==> config.mk <==
export PLATFORM = sky130hd
export DESIGN_NAME = sdiv_top
export DESIGN_NICKNAME = d
export VERILOG_FILES = /design/src/rtl/sdiv_pkg.sv /design/src/rtl/sdiv_prep.sv /design/src/rtl/sdiv_core.sv /design/src/rtl/sdiv_fix.sv /design/src/rtl/sdiv_top.sv
export SDC_FILE = /design/constraint.sdc
export NUM_CORES = 1
export LEC_CHECK = 0
export BUFFER_PORTS_ARGS = -buffer_cell sky130_fd_sc_hd__buf_2
export CORE_MARGIN = 2
export CORE_UTILIZATION = 55
export CTS_CLUSTER_DIAMETER = 120
export CTS_CLUSTER_SIZE = 12
export DETAILED_ROUTE_END_ITERATION = 10
export PLACE_DENSITY_LB_ADDON = 0.3
export REMOVE_ABC_BUFFERS = 1
export SKIP_CTS_REPAIR_TIMING = 1
export SYNTH_ARGS = -nofsm -noshare
export SYNTH_HDL_FRONTEND = slang
export SYNTH_SLANG_ARGS = --single-unit
==> constraint.sdc <==
create_clock -name clk -period 4.75 [get_ports clk]
set_input_delay 0.475 -clock clk [delete_from_list [all_inputs] [get_ports clk]]
set_output_delay 0.475 -clock clk [all_outputs]
set_load 0.02 [all_outputs]
==> src/rtl/sdiv_pkg.sv <==
package sdiv_pkg;
  typedef enum logic [1:0] {
    ST_IDLE = 2'd0,
    ST_RUN  = 2'd1,
    ST_FIN  = 2'd2
  } sdiv_state_e;

  typedef struct packed {
    logic n;
    logic z;
    logic v;
    logic c;
  } sdiv_flags_t;

  localparam int FLG_N = 3;
  localparam int FLG_Z = 2;
  localparam int FLG_V = 1;
  localparam int FLG_C = 0;
endpackage

==> src/rtl/sdiv_prep.sv <==
module sdiv_prep #(
  parameter int W = 16
) (
  input  logic [W-1:0]   hi_i,
  input  logic [W-1:0]   lo_i,
  input  logic [W-1:0]   dvs_i,
  output logic [2*W-1:0] dvd_mag_o,
  output logic [W-1:0]   dvs_mag_o,
  output logic           q_neg_o,
  output logic           r_neg_o,
  output logic           dvs_zero_o,
  output logic           min_by_m1_o
);
  localparam int DW = 2 * W;
  localparam logic [DW-1:0] DVD_MIN = DW'(1) << (DW - 1);

  logic [DW-1:0] dvd;
  logic          dvd_s;
  logic          dvs_s;

  always_comb begin
    dvd         = {hi_i, lo_i};
    dvd_s       = dvd[DW-1];
    dvs_s       = dvs_i[W-1];
    dvd_mag_o   = dvd_s ? (DW'(0) - dvd) : dvd;
    dvs_mag_o   = dvs_s ? (W'(0) - dvs_i) : dvs_i;
    q_neg_o     = dvd_s ^ dvs_s;
    r_neg_o     = dvd_s;
    dvs_zero_o  = (dvs_i == '0);
    min_by_m1_o = (dvd == DVD_MIN) && (dvs_i == '1);
  end
endmodule

==> src/rtl/sdiv_core.sv <==
module sdiv_core #(
  parameter int W = 16
) (
  input  logic           clk,
  input  logic           rst_n,
  input  logic           load_i,
  input  logic           step_i,
  input  logic [2*W-1:0] dvd_mag_i,
  input  logic [W-1:0]   dvs_mag_i,
  output logic [2*W-1:0] quo_mag_o,
  output logic [W:0]     rem_mag_o
);
  localparam int DW = 2 * W;

  logic [DW-1:0] quo_q, quo_d;
  logic [W:0]    rem_q, rem_d;
  logic [W-1:0]  dvs_q, dvs_d;
  logic [W:0]    rem_sh;
  logic          fits;

  always_comb begin
    rem_sh = {rem_q[W-1:0], quo_q[DW-1]};
    fits   = (rem_sh >= {1'b0, dvs_q});
    quo_d  = quo_q;
    rem_d  = rem_q;
    dvs_d  = dvs_q;
    if (load_i) begin
      quo_d = dvd_mag_i;
      rem_d = '0;
      dvs_d = dvs_mag_i;
    end else if (step_i) begin
      rem_d = fits ? (rem_sh - {1'b0, dvs_q}) : rem_sh;
      quo_d = {quo_q[DW-2:0], fits};
    end
  end

  always_ff @(posedge clk or negedge rst_n) begin
    if (!rst_n) begin
      quo_q <= '0;
      rem_q <= '0;
      dvs_q <= '0;
    end else if (load_i || step_i) begin
      quo_q <= quo_d;
      rem_q <= rem_d;
      dvs_q <= dvs_d;
    end
  end

  assign quo_mag_o = quo_q;
  assign rem_mag_o = rem_q;
endmodule

==> src/rtl/sdiv_fix.sv <==
module sdiv_fix #(
  parameter int W = 16
) (
  input  logic [2*W-1:0] quo_mag_i,
  input  logic [W:0]     rem_mag_i,
  input  logic           q_neg_i,
  input  logic           r_neg_i,
  output logic [W-1:0]   quo_o,
  output logic [W-1:0]   rem_o,
  output logic           ovf_o
);
  localparam int DW = 2 * W;
  localparam logic [DW-1:0] NEG_LIM = DW'(1) << (W - 1);
  localparam logic [DW-1:0] POS_LIM = NEG_LIM - DW'(1);

  always_comb begin
    ovf_o = q_neg_i ? (quo_mag_i > NEG_LIM) : (quo_mag_i > POS_LIM);
    quo_o = q_neg_i ? (W'(0) - quo_mag_i[W-1:0]) : quo_mag_i[W-1:0];
    rem_o = r_neg_i ? (W'(0) - rem_mag_i[W-1:0]) : rem_mag_i[W-1:0];
  end
endmodule

==> src/rtl/sdiv_top.sv <==
module sdiv_top
  import sdiv_pkg::*;
#(
  parameter int W = 16
) (
  input  logic         clk,
  input  logic         rst_n,
  input  logic         start_i,
  input  logic [W-1:0] dvd_hi_i,
  input  logic [W-1:0] dvd_lo_i,
  input  logic [W-1:0] dvs_i,
  output logic         busy_o,
  output logic         done_o,
  output logic [W-1:0] quot_o,
  output logic [W-1:0] rem_o,
  output logic [3:0]   flags_o,
  output logic         wr_even_o,
  output logic         wr_odd_o
);
  localparam int DW = 2 * W;
  localparam int CW = $clog2(DW);
  localparam logic [CW-1:0] LAST = CW'(DW - 1);

  logic [DW-1:0] dvd_mag, quo_mag;
  logic [W-1:0]  dvs_mag, quo_fix, rem_fix;
  logic [W:0]    rem_mag;
  logic          q_neg_in, r_neg_in, dvs_zero, min_by_m1, ovf;

  sdiv_state_e   state_q, state_d;
  logic [CW-1:0] cnt_q, cnt_d;
  logic          q_neg_q, r_neg_q;
  logic          load, step, fin, early;

  logic          done_q, done_d, wr_q, wr_d;
  sdiv_flags_t   flg_q, flg_d;
  logic [W-1:0]  quo_q, quo_d, rem_q, rem_d;

  sdiv_prep #(.W(W)) u_prep (
    .hi_i(dvd_hi_i), .lo_i(dvd_lo_i), .dvs_i(dvs_i),
    .dvd_mag_o(dvd_mag), .dvs_mag_o(dvs_mag),
    .q_neg_o(q_neg_in), .r_neg_o(r_neg_in),
    .dvs_zero_o(dvs_zero), .min_by_m1_o(min_by_m1)
  );

  sdiv_core #(.W(W)) u_core (
    .clk(clk), .rst_n(rst_n), .load_i(load), .step_i(step),
    .dvd_mag_i(dvd_mag), .dvs_mag_i(dvs_mag),
    .quo_mag_o(quo_mag), .rem_mag_o(rem_mag)
  );

  sdiv_fix #(.W(W)) u_fix (
    .quo_mag_i(quo_mag), .rem_mag_i(rem_mag),
    .q_neg_i(q_neg_q), .r_neg_i(r_neg_q),
    .quo_o(quo_fix), .rem_o(rem_fix), .ovf_o(ovf)
  );

  // sequencing
  always_comb begin
    state_d = state_q;
    cnt_d   = cnt_q;
    load    = 1'b0;
    step    = 1'b0;
    fin     = 1'b0;
    early   = 1'b0;
    unique case (state_q)
      ST_IDLE: if (start_i) begin
        if (dvs_zero || min_by_m1) begin
          early = 1'b1;
        end else begin
          load    = 1'b1;
          cnt_d   = '0;
          state_d = ST_RUN;
        end
      end
      ST_RUN: begin
        step  = 1'b1;
        cnt_d = cnt_q + CW'(1);
        if (cnt_q == LAST) state_d = ST_FIN;
      end
      ST_FIN: begin
        fin     = 1'b1;
        state_d = ST_IDLE;
      end
      default: state_d = ST_IDLE;
    endcase
  end

  // result selection
  always_comb begin
    done_d = early || fin;
    wr_d   = 1'b0;
    flg_d  = flg_q;
    quo_d  = quo_q;
    rem_d  = rem_q;
    if (early) begin
      flg_d = '{n: 1'b0, z: 1'b0, v: 1'b1, c: dvs_zero};
    end else if (fin) begin
      if (ovf) begin
        flg_d = '{n: 1'b0, z: 1'b0, v: 1'b1, c: 1'b0};
      end else begin
        flg_d = '{n: quo_fix[W-1], z: (quo_fix == '0), v: 1'b0, c: 1'b0};
        quo_d = quo_fix;
        rem_d = rem_fix;
        wr_d  = 1'b1;
      end
    end
  end

  always_ff @(posedge clk or negedge rst_n) begin
    if (!rst_n) begin
      state_q <= ST_IDLE;
      cnt_q   <= '0;
      q_neg_q <= 1'b0;
      r_neg_q <= 1'b0;
      done_q  <= 1'b0;
      wr_q    <= 1'b0;
      flg_q   <= '0;
      quo_q   <= '0;
      rem_q   <= '0;
    end else begin
      state_q <= state_d;
      cnt_q   <= cnt_d;
      done_q  <= done_d;
      wr_q    <= wr_d;
      if (load) begin
        q_neg_q <= q_neg_in;
        r_neg_q <= r_neg_in;
      end
      if (done_d) begin
        flg_q <= flg_d;
        quo_q <= quo_d;
        rem_q <= rem_d;
      end
    end
  end

  assign busy_o    = (state_q != ST_IDLE);
  assign done_o    = done_q;
  assign wr_even_o = wr_q;
  assign wr_odd_o  = wr_q;
  assign quot_o    = quo_q;
  assign rem_o     = rem_q;
  assign flags_o   = flg_q;
endmodule

Yosys cells after proc, flatten, opt, wreduce, memory -nomap -nowiden
Cells that the tools add are included.
{ "classes": {"magnitude_cmp": 3, "div_mod_pow": 0, "n_reduce_logical": 17, "add_sub_neg": 6, "eq_ne": 8, "n_bitwise": 3, "n_shift": 0, "n_mux": 31, "n_mul": 0} }
{ "ops": {"columns": ["operator", "n"], "rows": [
  ["16-bit two-way mux", 6],
  ["32-bit two-way mux", 3],
  ["1-bit by 16-bit subtractor with 16-bit output (first input constant)", 3],
  ["32-bit equality test (second input constant)", 1],
  ["32-bit by 15-bit > comparator with 1-bit output (second input constant)", 1],
  ["32-bit by 16-bit > comparator with 1-bit output (second input constant)", 1],
  ["16-bit zero test", 2],
  ["1-bit by 32-bit subtractor with 32-bit output (first input constant)", 1],
  ["17-bit by 16-bit greater-or-equal comparator with 1-bit output", 1],
  ["16-bit equality test (second input constant)", 1],
  ["16-bit subtractor", 1],
  ["1-bit two-way mux", 12],
  ["4-bit two-way mux", 3],
  ["5-bit two-way mux", 2],
  ["5-bit case mux with 2 select lines", 1],
  ["2-bit nonzero test", 4],
  ["2-bit two-way mux", 3],
  ["2-bit inequality test (second input constant)", 3],
  ["2-bit AND reduction", 3],
  ["3-bit AND reduction", 2],
  ["5-bit by 1-bit adder with 5-bit output (second input constant)", 1],
  ["5-bit equality test (second input constant)", 1],
  ["2-bit case mux with 2 select lines", 1],
  ["4-bit AND reduction", 1],
  ["other kinds (7)", 10]
]} }
{ "totals": {"latch_bits": 0, "reg_bits": 111, "output_inout_bits": 40, "rom_bits": 0, "ram_bits": 0, "n_memories": 0, "elab_cells": 83} }

Longest topological paths before layout
Gate-level depths: netlist of run 1.
{ "logic_depth": {"depth_word": 8, "ltp_mapped": 12} }

Cells and area by module
Synthesis of run 1 repeated with hierarchy kept, for this count alone.
{ "unflattened": {"hier_cells": 791, "area_unflattened_um2": 7627.3} }
{ "modules_own_cells": {"columns": ["module", "cells_per_inst", "area_each_um2", "seq_area_each_um2", "n_inst"], "rows": [
  ["sdiv_core", 408, 3757.4, 1626.6, 1],
  ["sdiv_top", 129, 2015.7, 1176.1, 1],
  ["sdiv_prep", 154, 1171.1, 0.0, 1],
  ["sdiv_fix", 100, 683.2, 0.0, 1]
]} }

Worst setup path after synthesis of run 1
OpenSTA, ideal clock, no wires.
{ "synth_path": {"kind": "reg-to-reg", "start": "register u_core.rem_q[7], in the netlist u_core.rem_mag_o[7]", "end": "register u_core.rem_q[10], in the netlist u_core.rem_mag_o[10]", "t_arrival_ns": 2.601, "path_buffers": 2, "setup_slack_ns": 2.010, "stages_incl_launch_ff": 11, "period_less_slack_ns": 2.740, "cell_sequence": "dfrtp_1 -> ha_1 -> nand2_1 -> or3_1 -> o41ai_1 -> inv_1 -> a21boi_0 -> buf_2 -> buf_2 -> mux2i_1 -> o22ai_1"} }
{ "synth_via": {"elab_chain_len": 4, "elab_cells_between_ends": 5, "classes_between": "add/sub (1); order compare (1); mux (3)"} }
{ "synth_lines": {"columns": ["item", "line_no", "source"], "rows": [
  ["start, declared", "sdiv_core.sv:16", "logic [W:0] rem_q, rem_d;"],
  ["start signal, assigned", "sdiv_core.sv:44", "rem_q <= rem_d;"],
  ["16-bit subtractor / 17-bit by 16-bit greater-or-equal comparator with 1-bit output (equally long branches)", "sdiv_core.sv:32, sdiv_core.sv:23", null],
  ["16-bit two-way mux (*)", "sdiv_core.sv:32", "rem_d = fits ? (rem_sh - {1'b0, dvs_q}) : rem_sh;"],
  ["16-bit two-way mux (*)", "sdiv_core.sv:31", "end else if (step_i) begin"],
  ["16-bit two-way mux (*)", "sdiv_core.sv:27", "if (load_i) begin"]
]} }
Mark *: on every way between the ends. The rest lies on a longest branch, timed or not. The select of a mux whose other input is x is not followed.
A chain may end at the register's enable or synchronous reset.

Final worst setup path of run 1
{ "layout_path": {"start": "register u_core.rem_q[7], in the netlist u_core.rem_mag_o[7]", "end": "register u_core.rem_q[11], in the netlist u_core.rem_mag_o[11]"} }
Same word-level chain as after synthesis.

==> impl_metrics.env, run 1 <==
export IMPL_status="finished clean"
export IMPL_final_hold_viol_count=0
export IMPL_hold_ws_ns=0.237
export IMPL_antenna_found_initial=0
export IMPL_grt_usage_pct=22.5
export IMPL_critPathMaxFanout=11
export IMPL_yosysWarnings=0
export IMPL_fin_crit_sh_pct=66.7
export IMPL_overflow=0
export IMPL_start_util_pct=56.9
export IMPL_cts_max_path_buffers=2
export IMPL_fin_cells=1045
export IMPL_ys_ff_latch=111
export IMPL_clkTransAtPathRegs_ns=0.07
export IMPL_grt_max_degree=115
export IMPL_finalSetupViolCount=0
export IMPL_powerDensity_mw_per_mm2=629
export IMPL_grt_pass1_wl_mm=26.3
export IMPL_vdd_drop_max_mv=0.262
export IMPL_numClockSinks=111
export IMPL_netlist_area_mm2=0.00726
export IMPL_die_height_um=119
export IMPL_rows=41
export IMPL_arrival_ns=3.35
export IMPL_cts_root_buf="clkbuf_16"
export IMPL_drive_gt1_share_pct=14.2
export IMPL_die_area_mm2=0.0141
export IMPL_rr_worst_depth=9
export IMPL_clkLatencyLatePin_ns=0.34
export IMPL_p_leak_uw=0.00361
export IMPL_cts_buffers=9
export IMPL_critical_path_required_ns=4.93
export IMPL_layout_min_cycle_time_ns=3.17
export IMPL_yosysUniqueCellTypes=61
export IMPL_drc_errors=0
export IMPL_worstSetupPathType="reg -> reg"
export IMPL_synthArstFlopShare_pct=100
export IMPL_ys_seq_area_share_pct=38.2
export IMPL_p_total_uw=5000
export IMPL_viasPerCell=5.64
export IMPL_fmax_mhz=316
export IMPL_avgSynthCellArea_um2=8.89
export IMPL_r2r_slack_ns=1.58
export IMPL_layout_nets=944
export IMPL_dp_cells=1030
export IMPL_fp_dieW_um=119
export IMPL_grt_pass1_vias=5435
export IMPL_wl_mm=15.5
export IMPL_postLayoutCoreUtil_pct=62.3
export IMPL_vias=5892
export IMPL_relSlewSlack_pct=26.3
export IMPL_synth_edf_count=0
export IMPL_gp_congestion=0.909
export IMPL_finClkSkew_ns=0.00624
export IMPL_yosys_most_used_dff="dfrtp_1"
export IMPL_io_buffers=90
export IMPL_end_kind="flip-flop"
export IMPL_rsz0062_at_grt="no"
export IMPL_hp_class="in -> async"
export IMPL_syn_instance_count=817
export IMPL_wl_per_cell_um=14.9
export IMPL_antenna_cells=0
export IMPL_fillerInstances=1105
export IMPL_tritoncts="done"
export IMPL_reg2reg_from="u_core.rem_mag_o[7]$_DFFE_PN0P_"
export IMPL_dr_pass1_iters=4
export IMPL_syn_to_final_growth_pct=9.56
export IMPL_cap_violations=0
export IMPL_worstMarginPinSlew_ns=1.10
export IMPL_reg2reg_to="u_core.rem_mag_o[11]$_DFFE_PN0P_"
export IMPL_h_tree_depth=3
export IMPL_drv_slew=0
export IMPL_fin_tns_setup_ns=0
export IMPL_worstSetupStartpointType="flip-flop"
export IMPL_hpwl_mm=11.2
export IMPL_coreArea_mm2=0.0128
export IMPL_dr_first_iter_drc_count=377
export IMPL_ioPinCount=91
export IMPL_cp_startpoint="u_core.rem_mag_o[7]$_DFFE_PN0P_"
export IMPL_antenna_left=0
## Yosys cell counts, types with 12 or more instances
master    instances  area (um^2)
a211oi_1         12         90.1
dfrtp_1         111         2780
mux2i_1          35          350
nor2_1           26         97.6
ha_1             23          288
xnor2_1          44          385
o21ai_1          26          130
xor2_1           42          368
inv_1            34          128
clkbuf_1         34          128
o41ai_1          12          105
a21oi_1          30          150
o21ai_0          70          350
o31ai_1          23          173
nand2_1         119          447
## sequential cells by signal, indices dropped and copies added (netlist names)
register,flops
u_core.rem_mag_o,16
state_q,2
rem_o,16
u_core.quo_mag_o,32
u_core.dvs_q,16
q_neg_q,1
done_o,1
flags_o,4
quot_o,16
wr_even_o,1
r_neg_q,1
cnt_q,5
## layout make-up
type | instances | area (um^2) | area share [%]
multi-input cells | 621 | 4110 | 51.7
flip-flops and latches | 111 | 2780 | 34.9
repair buffers | 92 | 468 | 5.88
clock buffers | 12 | 236 | 2.97
well taps | 172 | 215 | 2.70
inverters | 34 | 128 | 1.60
clock inverters | 3 | 21.3 | 0.267
## cells in the final DEF, fill, tap and decap left out, types with 4 or more instances in the layout
cell,instances
o41ai_1,12
nor2b_1,7
nand2_1,118
or4_1,10
ha_1,23
mux2i_1,35
nor3_1,11
nor4b_1,4
and2_1,11
nand2b_1,9
xor2_1,42
a21oi_1,30
o21ai_1,26
clkbuf_16,9
buf_2,89
nand3_1,8
nor2_1,26
mux2_2,5
nand4_1,7
a211oi_1,12
inv_1,34
a31oi_1,4
nor4_1,10
o31ai_1,23
o21a_1,4
or3_1,11
dfrtp_1,111
xnor2_1,44
o22ai_1,8
o21ai_0,70
## worst max-delay path: stages (launching register included)
cell and delay [ns]:
dfrtp_1 0.46, ha_1 0.40, nand2_1 0.12, or3_1 0.39, o41ai_1 0.49, inv_1 0.08, a21boi_1 0.41, buf_4 0.33
mux2i_1 0.22, o22ai_1 0.11
## per-stage QoR
step                cell area, um^2  setup WS [ns]
detailed placement             7700           1.60
global route                   7960           1.28
finish                         7960           1.58
floorplan                      7000          0.842
CTS                            7960           1.57
global placement               7700           1.67
## power breakdown
| group | leakage [uW] | internal (uW) | total, uW | switching [uW] |
|---|---|---|---|---|
| combinational | 0.00208 | 1220 | 2620 | 1390 |
| clock | 0.000123 | 354 | 684 | 330 |
| sequential | 0.00141 | 1270 | 1700 | 429 |
| total | 0.00361 | 2850 | 5000 | 2150 |
## logic make-up after synthesis
kind of cell | count (synthesis) | share of synthesized area [%]
simple gates | 252 | 17.2
compound gates | 217 | 18.5
flops | 111 | 38.2
xor+xnor | 86 | 10.4
buf+inv | 85 | 5.39
mux | 42 | 6.01
fa+ha+maj | 24 | 4.24
## how the worst max path moves through the flow
stage / end
after floorplan: u_core.rem_mag_o[5]$_DFFE_PN0P_
after global placement: cnt_q[0]$_DFFE_PN0P_
after detailed placement: u_core.rem_mag_o[5]$_DFFE_PN0P_
after CTS: u_core.rem_mag_o[11]$_DFFE_PN0P_
after global routing: u_core.rem_mag_o[5]$_DFFE_PN0P_
final: u_core.rem_mag_o[11]$_DFFE_PN0P_
## layer usage
layer	share of wire (%)	routed length, um	vias to the layer above	GRT usage (%)
met5	0	0	-	0
met4	0.94	146	0	4.84
met3	3.8	593	14	3.35
met2	44	6850	123	34.0
met1	51	7940	2762	34.1
li1	-	-	2993	-
Power figures use the tool's default switching activity.
==> inputs of run 2 (changes only) <==
- CORE_UTILIZATION: 55 -> 53
- clock period: 4.75 -> 2.8 ns (I/O delays scaled with it)
==> run 2 against run 1 <==
Against the previous run:
- the flow now finishes with violations (negative hold slack)
- cell count is 4.4% higher
- routed wire length rose by 7.1%
- setup slack got worse by 1.4 ns
- critical path depth unchanged
- maximum frequency is 21% higher
- register-to-register slack got worse by 1.4 ns
- die area up 3.6%
- non-clock buffer count increased by 41
- sequential power up 61%
- clock skew increased by 0.00066 ns
- combinational power is 97% higher
- largest power group unchanged
==> impl_metrics.env, run 2 (synthesis results as in run 1) <==
export IMPL_use_met2_pct=35.6
export IMPL_rsz0062_at_grt="no"
export IMPL_dr_pass1_iters=5
export IMPL_clkLatencyLatePin_ns=0.35
export IMPL_post_dp_cell_area_mm2=0.00804
export IMPL_worstSetupPathType="reg -> reg"
export IMPL_critical_path_required_ns=3.04
export IMPL_power_switching_uw=3880
export IMPL_intPower_uw=5360
export IMPL_combPwrFrac_pct=55.9
export IMPL_fp_dieW_um=121
export IMPL_top_usage_layer="met2"
export IMPL_cts_buffers=9
export IMPL_start_util_pct=54.6
export IMPL_p_sw_share_pct=42.0
export IMPL_wl_per_cell_um=15.2
export IMPL_layout_min_cycle_time_ns=2.61
export IMPL_fillerInstances=1149
export IMPL_grt_usage_pct=23.5
export IMPL_fin_tns_setup_ns=0
export IMPL_final_hold_viol_count=47
export IMPL_cts_max_path_buffers=2
export IMPL_end_kind="flip-flop"
export IMPL_hp_class="in -> async"
export IMPL_critPathMaxFanout=5
export IMPL_largest_reg_flops=32
export IMPL_drive_gt1_share_pct=18.8
export IMPL_grtUsageMet1_pct=35.2
export IMPL_numClockSinks=111
export IMPL_coreArea_mm2=0.0133
export IMPL_hold_ws_ns=-0.0685
export IMPL_cts_root_buf="clkbuf_16"
export IMPL_postLayoutCoreUtil_pct=62.9
export IMPL_viasPerCell=5.65
export IMPL_drv_slew=0
export IMPL_syn_to_final_growth_pct=15.2
export IMPL_reg2reg_to="flags_o[2]$_DFFE_PN0P_"
export IMPL_p_leak_uw=0.00385
export IMPL_violations="negative hold slack"
export IMPL_h_tree_depth=3
export IMPL_worstSetupStartpointType="flip-flop"
export IMPL_dr_first_iter_drc_count=474
export IMPL_vdd_drop_max_mv=0.513
export IMPL_clkTransAtPathRegs_ns=0.07
export IMPL_final_cell_mix="nand2_1 (118), dfrtp_1 (111), buf_2 (89), o21ai_0 (69), xnor2_1 (44)"
export IMPL_fmax_mhz=383
export IMPL_r2r_slack_ns=0.19
export IMPL_relSlewSlack_pct=39.1
export IMPL_grt_pass1_wl_mm=28.1
export IMPL_use_met3_pct=2.35
export IMPL_antenna_cells=0
export IMPL_rr_worst_depth=9
export IMPL_tritoncts="done"
export IMPL_worstMarginPinSlew_ns=0.905
export IMPL_io_buffers=90
export IMPL_wl_mm=16.6
export IMPL_finalSetupViolCount=0
export IMPL_hpwl_mm=12.2
export IMPL_powerDensity_mw_per_mm2=1100
export IMPL_rows=42
export IMPL_finClkSkew_ns=0.00690
export IMPL_die_area_mm2=0.0147
export IMPL_gp_congestion=0.847
export IMPL_status="finished with violations"
export IMPL_grt_max_degree=61
export IMPL_antenna_found_initial=0
export IMPL_drc_errors=0
export IMPL_seqPwrFrac_pct=29.6
export IMPL_overflow=0
export IMPL_arrival_ns=2.85
export IMPL_reg2reg_from="u_core.quo_mag_o[0]$_DFFE_PN0P_"
export IMPL_die_height_um=121
export IMPL_fin_crit_sh_pct=93.3
export IMPL_antenna_left=0
export IMPL_p_clk_share_pct=14.5
export IMPL_vias=6164
export IMPL_layout_nets=985
export IMPL_fin_area_mm2=0.00837
export IMPL_ioPinCount=91
export IMPL_final_common_cell="nand2_1"
export IMPL_cap_violations=0
export IMPL_grt_pass1_vias=5848
==> run 2: power by group through the flow <==
stage          clock network (uW)  registers, uW  logic, uW
6_report                     1340           2730       5160
5_1_grt                      1420           2800       5770
4_1_cts                      1360           2700       5110
3_5_place_dp                    0           2730       5050
3_3_place_gp                    0           2720       4950
2_1_floorplan                   0           2670       3590
==> run 2: cell type report <==
| class | instances | area [um^2] | area share, % |
|---|---|---|---|
| Multi-Input combinational cell | 621 | 4130 | 49.4 |
| Clock buffer | 12 | 256 | 3.07 |
| Clock inverter | 4 | 52.6 | 0.628 |
| Tap cell | 176 | 220 | 2.63 |
| Inverter | 34 | 128 | 1.53 |
| Sequential cell | 111 | 2780 | 33.2 |
| Timing Repair Buffer | 133 | 801 | 9.57 |
==> run 2: through the flow <==
stage / power [uW] / instances / hold WS (ns) / setup slack, ns
floorplan: 6260 / 766 / -0.0156 / -1.11
global placement: 7670 / 1075 / 0.347 / 0.110
detailed placement: 7780 / 1075 / 0.356 / 0.0670
CTS: 9170 / 1091 / -0.0185 / 0.107
global route: 9990 / 1091 / 0.0177 / 0.0166
finish: 9240 / 1091 / -0.0685 / 0.186
==> run 2: worst max path at each step <==
stage | end | from | cells past startpoint
after floorplan | u_core.rem_mag_o[5]$_DFFE_PN0P_ | u_core.rem_mag_o[7]$_DFFE_PN0P_ | 8
after global placement | u_core.rem_mag_o[9]$_DFFE_PN0P_ | dvd_lo_i[12] | 8
after detailed placement | u_core.quo_mag_o[28]$_DFFE_PN0P_ | dvd_lo_i[12] | 9
after CTS | flags_o[2]$_DFFE_PN0P_ | u_core.quo_mag_o[0]$_DFFE_PN0P_ | 9
after global routing | u_core.rem_mag_o[12]$_DFFE_PN0P_ | u_core.rem_mag_o[7]$_DFFE_PN0P_ | 10
final | flags_o[2]$_DFFE_PN0P_ | u_core.quo_mag_o[0]$_DFFE_PN0P_ | 9
==> run 2: per-layer routing <==
| metal | vias up | routed length (um) |
|---|---|---|
| met2 | 146 | 7280 |
| met1 | 2898 | 8300 |
| met4 | 0 | 315 |
| li1 | 3096 | - |
| met3 | 24 | 736 |
| met5 | - | 0 |
==> run 2: worst max-delay path, stage by stage (launching register included) <==
cell,delay (ns)
dfrtp_1,0.44
inv_1,0.10
ha_1,0.17
or4b_4,0.51
nor2b_2,0.18
inv_1,0.06
or4_1,0.45
mux2_2,0.29
a32oi_1,0.19
o31ai_1,0.09
==> inputs of run 3 (changes only) <==
- CORE_UTILIZATION: 53 -> 54
- SYNTH_HIERARCHICAL: unset -> 1
==> run 3 against run 2 <==
Against the previous run:
- the run now ends clean
- sequential cell count is the same
- clock-buffer cell count is the same
- routed wire length grew 2.9%
- maximum frequency shrank 5.4%
- non-clock buffer count grew 11
- critical path depth is the same
- cell count shrank 1.6%
- register-to-register slack lost 0.15 ns
- clock power is essentially flat
- cell area grew 4.7%
- largest cell class unchanged
- largest power group unchanged
- highest routed layer unchanged
==> impl_metrics.env, run 3 <==
export IMPL_drive_gt1_share_pct=25.1
export IMPL_antenna_found_initial=0
export IMPL_critPathMaxFanout=9
export IMPL_end_kind="flip-flop"
export IMPL_die_area_mm2=0.0149
export IMPL_cap_violations=0
export IMPL_hpwl_mm=12.6
export IMPL_viasPerCell=5.67
export IMPL_powerDensity_mw_per_mm2=1050
export IMPL_vdd_drop_max_mv=0.521
export IMPL_gp_congestion=0.949
export IMPL_antenna_cells=0
export IMPL_fin_area_mm2=0.00876
export IMPL_hp_class="in -> async"
export IMPL_start_util_pct=54.8
export IMPL_antenna_left=0
export IMPL_fin_crit_sh_pct=98.7
export IMPL_syn_to_final_growth_pct=16.2
export IMPL_setup_slack_ns=0.0368
export IMPL_overflow=0
export IMPL_worstSetupStartpointType="flip-flop"
export IMPL_netlist_area_mm2=0.00754
export IMPL_cts_root_buf="clkbuf_16"
export IMPL_dr_first_iter_drc_count=352
export IMPL_vias=6081
export IMPL_clkTransAtPathRegs_ns=0.07
export IMPL_hold_ws_ns=0.0175
export IMPL_io_buffers=90
export IMPL_drv_slew=0
export IMPL_syn_instance_count=781
export IMPL_dr_pass1_iters=6
export IMPL_grt_pass1_wl_mm=27.0
export IMPL_finClkSkew_ns=0.00743
export IMPL_arrival_ns=3.00
export IMPL_numClockSinks=111
export IMPL_grt_usage_pct=22.7
export IMPL_cpMaxStageDelayCell="or4_4"
export IMPL_fp_dieW_um=122
export IMPL_fin_cells=1073
export IMPL_coreArea_mm2=0.0138
export IMPL_postLayoutCoreUtil_pct=63.6
export IMPL_yosysWarnings=6
export IMPL_status="finished clean"
export IMPL_final_hold_viol_count=0
export IMPL_drc_errors=0
export IMPL_critical_path_required_ns=3.04
export IMPL_rsz0062_at_grt="no"
export IMPL_rows=43
export IMPL_layout_nets=965
export IMPL_reg2reg_from="u_core/quo_mag_o[10]$_DFFE_PN0N_"
export IMPL_post_dp_cell_area_mm2=0.00836
export IMPL_clkLatencyLatePin_ns=0.35
export IMPL_final_common_cell="dfrtp_1"
export IMPL_cp_startpoint="u_core/quo_mag_o[10]$_DFFE_PN0N_"
export IMPL_fillerInstances=1197
export IMPL_h_tree_depth=3
export IMPL_relSlewSlack_pct=45.5
export IMPL_slowest_delay_ns=0.53
export IMPL_avgSynthCellArea_um2=9.66
export IMPL_die_height_um=122
export IMPL_final_cell_mix="dfrtp_1 (111), buf_2 (89), nand2_1 (85), o21ai_0 (78), xnor2_1 (76)"
export IMPL_layout_min_cycle_time_ns=2.76
export IMPL_dp_cells=1054
export IMPL_wl_mm=17.1
export IMPL_fmax_mhz=362
export IMPL_largest_reg_flops=32
export IMPL_wl_per_cell_um=16.0
export IMPL_p_leak_uw=0.00400
export IMPL_cts_max_path_buffers=2
export IMPL_worstMarginPinSlew_ns=0.818
export IMPL_ioPinCount=91
export IMPL_r2r_slack_ns=0.04
export IMPL_grt_max_degree=66
export IMPL_cts_buffers=9
export IMPL_crit_chain="or4_4 > or3_4 > o41ai_2 > buf_4 > nand2_1 > nor3b_4 > buf_12 > clkbuf_16 > mux2_4"
export IMPL_tritoncts="done"
export IMPL_finalSetupViolCount=0
export IMPL_dpl_worst_slack_ns=-0.0654
export IMPL_worstSetupPathType="reg -> reg"
export IMPL_grt_pass1_vias=5410
-- run 3: final timing paths --
path	endpoint	cells past startpoint
worst max register to register	quot_o[2]$_DFFE_PN0P_	9
max in group asynchronous	u_core/rem_mag_o[10]$_DFFE_PN0N_	2
worst min-delay path	u_core/dvs_q[5]$_DFFE_PN0P_	1
worst max-delay path	quot_o[2]$_DFFE_PN0P_	9
min in group clk	flags_o[0]$_DFFE_PN0P_	2
worst min register to register	rem_o[4]$_DFFE_PN0P_	1
-- run 3: cell type report --
type	count	area (um^2)	share of cell area (%)
Tap cell	180	225	2.57
Clock inverter	2	38.8	0.443
Multi-Input combinational cell	590	4350	49.7
Clock buffer	12	267	3.04
Inverter	34	128	1.46
Timing Repair Buffer	144	976	11.1
Sequential cell	111	2780	31.7
-- run 3: critical path, delay by kind of cell (launching register included) --
kind            cells  cell delay, ns
flops               1            0.38
compound gates      1            0.22
buf+inv             3            0.49
mux                 1            0.30
simple gates        4            1.25
-- run 3: power by group --
part	switching [uW]	internal, uW
registers	497	2150
logic	2800	2390
clock network	558	761
-- run 3: stage by stage --
stage                     power (uW)  setup TNS, ns
after global routing            9920              0
final                           9160              0
after CTS                       9140         -0.247
after detailed placement        7780         -0.922
after floorplan                 6410        -101.61
after global placement          7660         -0.228
-- run 3: layer usage --
metal / global-route usage, % / up-vias / share of wire [%]
met5: 0 / - / 0
met3: 2.34 / 14 / 4.4
met4: 6.82 / 0 / 1.4
li1: - / 3019 / -
met1: 34.1 / 2908 / 48
met2: 34.6 / 140 / 46
